==> src/rtl/hzd_pkg.sv <==
package hzd_pkg;
   typedef enum logic [1:0] {
      FWD_REG = 2'b00,
      FWD_EXM = 2'b01,
      FWD_MWB = 2'b10
   } fwd_sel_t;
endpackage

==> src/rtl/hzd_bypass.sv <==
module hzd_bypass
   import hzd_pkg::*;
#(
   parameter int AW        = 5,
   parameter int NSRC      = 2,
   parameter bit BYPASS_EN = 1'b1
) (
   input  logic [NSRC-1:0][AW-1:0] ex_src_i,
   input  logic [NSRC-1:0][AW-1:0] id_src_i,
   input  logic [AW-1:0]           mem_rd_i,
   input  logic                    mem_wr_i,
   input  logic                    mem_ld_i,
   input  logic [AW-1:0]           wb_rd_i,
   input  logic                    wb_wr_i,
   output logic [NSRC-1:0][1:0]    ex_sel_o,
   output logic [NSRC-1:0]         id_sel_o
);
   localparam logic [AW-1:0] ZERO_REG = '0;

   if (BYPASS_EN) begin : g_on
      for (genvar k = 0; k < NSRC; k++) begin : g_src
         logic mem_hit;
         logic wb_hit;
         assign mem_hit = mem_wr_i && (mem_rd_i != ZERO_REG) && (mem_rd_i == ex_src_i[k]);
         assign wb_hit  = wb_wr_i && (wb_rd_i != ZERO_REG) && (wb_rd_i == ex_src_i[k]);
         assign ex_sel_o[k] = mem_hit ? FWD_EXM : (wb_hit ? FWD_MWB : FWD_REG);
         assign id_sel_o[k] = mem_wr_i && !mem_ld_i && (mem_rd_i != ZERO_REG)
                              && (mem_rd_i == id_src_i[k]);
      end
   end else begin : g_off
      assign ex_sel_o = '0;
      assign id_sel_o = '0;
   end

   for (genvar k = 0; k < NSRC; k++) begin : g_chk
      always_comb begin
         if (ex_src_i[k] == ZERO_REG)
            a_r3_no_zero_bypass: assert (ex_sel_o[k] == FWD_REG)
               else $error("R3 bypass selected for register 0");
         if (id_src_i[k] == ZERO_REG)
            a_r3_no_zero_dec_fwd: assert (!id_sel_o[k])
               else $error("R3 decode forward for register 0");
         if (ex_sel_o[k] == FWD_MWB)
            a_r2_older_loses: assert (wb_wr_i && !(mem_wr_i && mem_rd_i == ex_src_i[k]))
               else $error("R2 MEM/WB chosen over matching EX/MEM");
         if (id_sel_o[k])
            a_r5_no_load_dec_fwd: assert (!mem_ld_i)
               else $error("R5 load value forwarded to decode");
      end
   end
endmodule

==> src/rtl/hzd_stall.sv <==
module hzd_stall #(
   parameter int AW        = 5,
   parameter int NSRC      = 2,
   parameter bit BYPASS_EN = 1'b1
) (
   input  logic [NSRC-1:0][AW-1:0] id_src_i,
   input  logic                    id_branch_i,
   input  logic [AW-1:0]           ex_rd_i,
   input  logic                    ex_wr_i,
   input  logic                    ex_ld_i,
   input  logic [AW-1:0]           mem_rd_i,
   input  logic                    mem_wr_i,
   input  logic                    mem_ld_i,
   output logic                    stall_o
);
   localparam logic [AW-1:0] ZERO_REG = '0;

   logic [NSRC-1:0] ex_hit_v;
   logic [NSRC-1:0] mem_hit_v;
   logic            ex_hit;
   logic            mem_hit;

   for (genvar k = 0; k < NSRC; k++) begin : g_cmp
      assign ex_hit_v[k]  = (ex_rd_i != ZERO_REG) && (ex_rd_i == id_src_i[k]);
      assign mem_hit_v[k] = (mem_rd_i != ZERO_REG) && (mem_rd_i == id_src_i[k]);
   end
   assign ex_hit  = |ex_hit_v;
   assign mem_hit = |mem_hit_v;

   if (BYPASS_EN) begin : g_fwd
      logic load_use;
      logic br_on_ex;
      logic br_on_mem_ld;
      assign load_use     = ex_wr_i && ex_ld_i && ex_hit;
      assign br_on_ex     = id_branch_i && ex_wr_i && ex_hit;
      assign br_on_mem_ld = id_branch_i && mem_wr_i && mem_ld_i && mem_hit;
      assign stall_o      = load_use || br_on_ex || br_on_mem_ld;
   end else begin : g_wait
      assign stall_o = (ex_wr_i && ex_hit) || (mem_wr_i && mem_hit);
   end

   always_comb begin
      if (ex_wr_i && ex_ld_i && ex_hit)
         a_r4_load_use_stalls: assert (stall_o)
            else $error("R4 load-use without stall");
      if (id_branch_i && mem_wr_i && mem_ld_i && mem_hit)
         a_r5_branch_waits_load: assert (stall_o)
            else $error("R5 branch compared against unfinished load");
      if (id_src_i == '0)
         a_r3_zero_no_stall: assert (!stall_o)
            else $error("R3 stall on register 0 sources");
   end
endmodule

==> src/rtl/hzd_front.sv <==
module hzd_front #(
   parameter bit SHARED_MEM = 1'b0
) (
   input  logic stall_i,
   input  logic branch_i,
   input  logic taken_i,
   input  logic mem_ld_i,
   input  logic mem_st_i,
   output logic hold_o,
   output logic bubble_o,
   output logic squash_o,
   output logic fvoid_o
);
   assign hold_o   = stall_i;
   assign bubble_o = stall_i;
   assign squash_o = branch_i && taken_i && !stall_i;

   if (SHARED_MEM) begin : g_shared
      assign fvoid_o = (mem_ld_i || mem_st_i) && !stall_i && !squash_o;
   end else begin : g_split
      assign fvoid_o = 1'b0;
   end

   always_comb begin
      a_r10_one_front_action: assert ($onehot0({hold_o, fvoid_o, squash_o}))
         else $error("R10 conflicting front-end actions");
      a_r10_bubble_with_hold: assert (bubble_o == hold_o)
         else $error("R10 bubble and hold disagree");
      if (squash_o)
         a_r7_squash_needs_taken: assert (branch_i && taken_i)
            else $error("R7 squash without taken branch");
      if (fvoid_o)
         a_r9_void_needs_access: assert (mem_ld_i || mem_st_i)
            else $error("R9 fetch voided with idle memory");
   end
endmodule

==> src/rtl/hazard_ctrl.sv <==
module hazard_ctrl
   import hzd_pkg::*;
#(
   parameter int REG_AW     = 5,
   parameter bit BYPASS_EN  = 1'b1,
   parameter bit SHARED_MEM = 1'b0
) (
   input  logic [REG_AW-1:0] id_rs1_i,
   input  logic [REG_AW-1:0] id_rs2_i,
   input  logic              id_branch_i,
   input  logic              id_taken_i,
   input  logic [REG_AW-1:0] ex_rs1_i,
   input  logic [REG_AW-1:0] ex_rs2_i,
   input  logic [REG_AW-1:0] ex_rd_i,
   input  logic              ex_regwr_i,
   input  logic              ex_load_i,
   input  logic [REG_AW-1:0] mem_rd_i,
   input  logic              mem_regwr_i,
   input  logic              mem_load_i,
   input  logic              mem_store_i,
   input  logic [REG_AW-1:0] wb_rd_i,
   input  logic              wb_regwr_i,
   output logic [1:0]        ex_fwd_a_o,
   output logic [1:0]        ex_fwd_b_o,
   output logic              id_fwd_a_o,
   output logic              id_fwd_b_o,
   output logic              hold_o,
   output logic              bubble_ex_o,
   output logic              squash_o,
   output logic              fetch_void_o
);
   localparam int NSRC = 2;

   initial begin
      a_cfg_reg_width: assert (REG_AW >= 1 && REG_AW <= 8)
         else $error("REG_AW out of range");
   end

   logic [NSRC-1:0][REG_AW-1:0] ex_src;
   logic [NSRC-1:0][REG_AW-1:0] id_src;
   logic [NSRC-1:0][1:0]        ex_sel;
   logic [NSRC-1:0]             id_sel;
   logic                        stall;

   assign ex_src = {ex_rs2_i, ex_rs1_i};
   assign id_src = {id_rs2_i, id_rs1_i};

   hzd_bypass #(.AW(REG_AW), .NSRC(NSRC), .BYPASS_EN(BYPASS_EN)) u_bypass (
      .ex_src_i (ex_src),
      .id_src_i (id_src),
      .mem_rd_i (mem_rd_i),
      .mem_wr_i (mem_regwr_i),
      .mem_ld_i (mem_load_i),
      .wb_rd_i  (wb_rd_i),
      .wb_wr_i  (wb_regwr_i),
      .ex_sel_o (ex_sel),
      .id_sel_o (id_sel)
   );

   hzd_stall #(.AW(REG_AW), .NSRC(NSRC), .BYPASS_EN(BYPASS_EN)) u_stall (
      .id_src_i    (id_src),
      .id_branch_i (id_branch_i),
      .ex_rd_i     (ex_rd_i),
      .ex_wr_i     (ex_regwr_i),
      .ex_ld_i     (ex_load_i),
      .mem_rd_i    (mem_rd_i),
      .mem_wr_i    (mem_regwr_i),
      .mem_ld_i    (mem_load_i),
      .stall_o     (stall)
   );

   hzd_front #(.SHARED_MEM(SHARED_MEM)) u_front (
      .stall_i  (stall),
      .branch_i (id_branch_i),
      .taken_i  (id_taken_i),
      .mem_ld_i (mem_load_i),
      .mem_st_i (mem_store_i),
      .hold_o   (hold_o),
      .bubble_o (bubble_ex_o),
      .squash_o (squash_o),
      .fvoid_o  (fetch_void_o)
   );

   assign ex_fwd_a_o = ex_sel[0];
   assign ex_fwd_b_o = ex_sel[1];
   assign id_fwd_a_o = id_sel[0];
   assign id_fwd_b_o = id_sel[1];

   always_comb begin
      if (ex_fwd_a_o != 2'b00 || ex_fwd_b_o != 2'b00)
         a_r8_no_bypass_when_off: assert (BYPASS_EN)
            else $error("R8 bypass select in no-bypass build");
      if (wb_regwr_i && !ex_regwr_i && !mem_regwr_i)
         a_r6_writeback_free: assert (!hold_o)
            else $error("R6 stall with only writeback producer");
   end
endmodule

==> config.mk <==
export PLATFORM = sky130hd
export DESIGN_NAME = hazard_ctrl
export DESIGN_NICKNAME = d
export VERILOG_FILES = /design/src/rtl/hzd_pkg.sv /design/src/rtl/hzd_bypass.sv /design/src/rtl/hzd_stall.sv /design/src/rtl/hzd_front.sv /design/src/rtl/hazard_ctrl.sv
export SDC_FILE = /design/constraint.sdc
export NUM_CORES = 1
export LEC_CHECK = 0
export ABC_CLOCK_PERIOD_IN_PS = 3260
export CAP_MARGIN = 20
export CORE_AREA = 2 2 39 41
export DETAILED_ROUTE_END_ITERATION = 10
export DIE_AREA = 0 0 41 43
export DONT_BUFFER_PORTS = 1
export MAX_ROUTING_LAYER = met4
export SLEW_MARGIN = 20
export SYNTH_ARGS = -nofsm -noshare
export SYNTH_HDL_FRONTEND = slang
export SYNTH_SLANG_ARGS = --single-unit
==> constraint.sdc <==
create_clock -name vclk -period 3.26
set_clock_uncertainty 0.1 [all_clocks]
set_input_delay 0.652 -clock vclk [all_inputs]
set_output_delay 0.652 -clock vclk [all_outputs]
set_load 0.05 [all_outputs]
==> impl_metrics.py <==
metrics = {
    "finish": {
        "nets": 121,
        "multi_input_area_um2": 587,
        "nFillCells": 141,
        "fin_util": 0.476,
        "regArea_um2": 0,
        "drive_gt1_frac": 0.184,
        "n_clock_buffer": 0,
        "area_delta_synth_final_pct": 5.61,
        "design.seq.count": 0,
        "diodes": 0,
    },
    "timing": {
        "whs_ns": 1.42,
        "setup_violations": 0,
        "grt_setup_unrepaired": "false",
        "drv_slew": 0,
        "min_period_ns": 2.79,
        "fmax_ghz": 0.358,
        "hold_viol": 0,
        "fin_tns_setup_ns": 0,
        "period_share": 0.856,
    },
    "synthesis": {
        "synth_nets": 121,
        "synthMuxAreaShare": 0,
        "synth_fa_ha_area_frac": 0,
        "synth_top_family_by_area": "XOR/XNOR gates",
        "synth_simple_gate_area_frac": 0.240,
        "syn_inst": 78,
        "synth-compound-area-share": 0.0982,
        "syn_avg_cell_area_um2": 8.00,
        "synth_area_um2": 624,
        "synth-xor-area-share": 0.561,
        "synth_seq_area_share": 0,
        "yosys_warnings": 0,
        "synth_cell_types": 20,
    },
    "detailed_routing": {
        "vias": 531,
        "via_per_inst": 5.77,
        "routed_wl_um": 1480,
        "drt_iter0_drc": 0,
        "drc": 0,
        "dr.pass1.iters": 1,
        "wl_per_cell_um": 16.1,
        "antenna_left": 0,
    },
    "global_route": {
        "grt_pass1_wl_um": 2170,
        "antenna_found_initial": 0,
        "grt_usage": 0.177,
        "grt_max_degree": 6,
        "first_global_vias": 624,
        "overflow": 0,
    },
    "min_path": {
        "hold_depth": 2,
        "hold_path.class": "input pin to output port",
    },
    "pwr": {
        "ir_worst_vdd_mv": 0.0417,
        "leakagePower_nw": 0.213,
        "power.density_nw_per_um2": 109,
    },
    "job": {
        "drv_cap": 0,
    },
    "critical_path": {
        "start_kind": "input pin",
        "required_ns": 2.51,
        "worstPathMaxFanout": 5,
        "worst_setup_path_end_kind": "output port",
        "crit_type": "input pin to output port",
        "cp.arrival_ns": 2.04,
    },
    "floorplanning": {
        "core_area_um2": 1380,
        "die_h_um": 43,
        "design.portCount": 53,
        "rows": 14,
        "chipWidth_um": 41,
        "fp.dieArea_um2": 1760,
        "initial_core_util": 0.451,
    },
    "clocking": {
        "cts_setup_buffers": 0,
        "hold_buffers": 0,
        "cts.repair.resized": 0,
    },
    "outcome": {
        "status": "finished, final reports clean",
    },
    "place": {
        "port_buffers": 0,
        "gp_congestion": 0.765,
        "hpwl_um": 1360,
    },
}
worst max-delay path, cell delays in order:
cell      delay [ns]
or4_4           0.52
o21ai_4         0.21
a211o_1         0.16
o2111a_1        0.49
Yosys cell counts (all sizes together):
| cell type | instances | share of area |
|---|---|---|
| o2111a | 1 | 0.018 |
| xnor2 | 15 | 0.21 |
| xor2 | 25 | 0.35 |
| o21ai | 3 | 0.042 |
| o221ai | 1 | 0.014 |
| clkbuf | 3 | 0.020 |
| buf | 6 | 0.074 |
| nor4 | 4 | 0.080 |
| nor3 | 6 | 0.048 |
| nand3 | 5 | 0.040 |
| conb | 1 | 0.0060 |
| a211o | 1 | 0.014 |
| nand2 | 1 | 0.0060 |
| or4 | 5 | 0.066 |
| a31oi | 1 | 0.010 |
report_power, final:
group          internal [mW]  total, mW  switching (mW)
clock network              0          0               0
logic                 0.0356     0.0717          0.0362
registers                  0          0               0
total                 0.0356     0.0717          0.0362
cell families after synthesis:
group | Yosys count
other cells | 1
buf+inv | 9
compound gates | 7
simple gates | 21
xor+xnor | 40
path summary, 6_finish.rpt:
path              slack [ns]         end   startpoint
setup / recovery        0.47    squash_o  mem_rd_i[0]
hold / removal          1.42  id_fwd_b_o   mem_load_i
routing by layer:
layer	vias up	track usage	share of wire	wire, um
met5	-	-	0	0
met4	0	0	0	0
met3	0	0.0157	0.13	197
met2	37	0.359	0.53	786
met1	232	0.174	0.33	495
li1	262	-	-	-
placed cells by master (no fill, tap or decap), types with 2 or more instances in the layout:
master	instances
nor4_2	2
buf_4	7
nor3_1	6
or4_1	4
nand3_1	5
xor2_1	25
nor4_4	2
xnor2_1	15
stage by stage:
step	cell area [um^2]	setup slack (ns)	total power, mW	std cells
after floorplan	642	0.0999	0.0745	78
after global placement	659	0.464	0.0697	92
after global routing	659	0.430	0.0800	92
after detailed placement	659	0.453	0.0721	92
final	659	0.469	0.0717	92
after CTS	659	0.451	0.0724	92
layout make-up:
type | count | area share
Multi-Input combinational cell | 69 | 0.890
Tap cell | 16 | 0.0304
Timing Repair Buffer | 7 | 0.0797
Note: power is estimated with default switching activity, not from simulation.
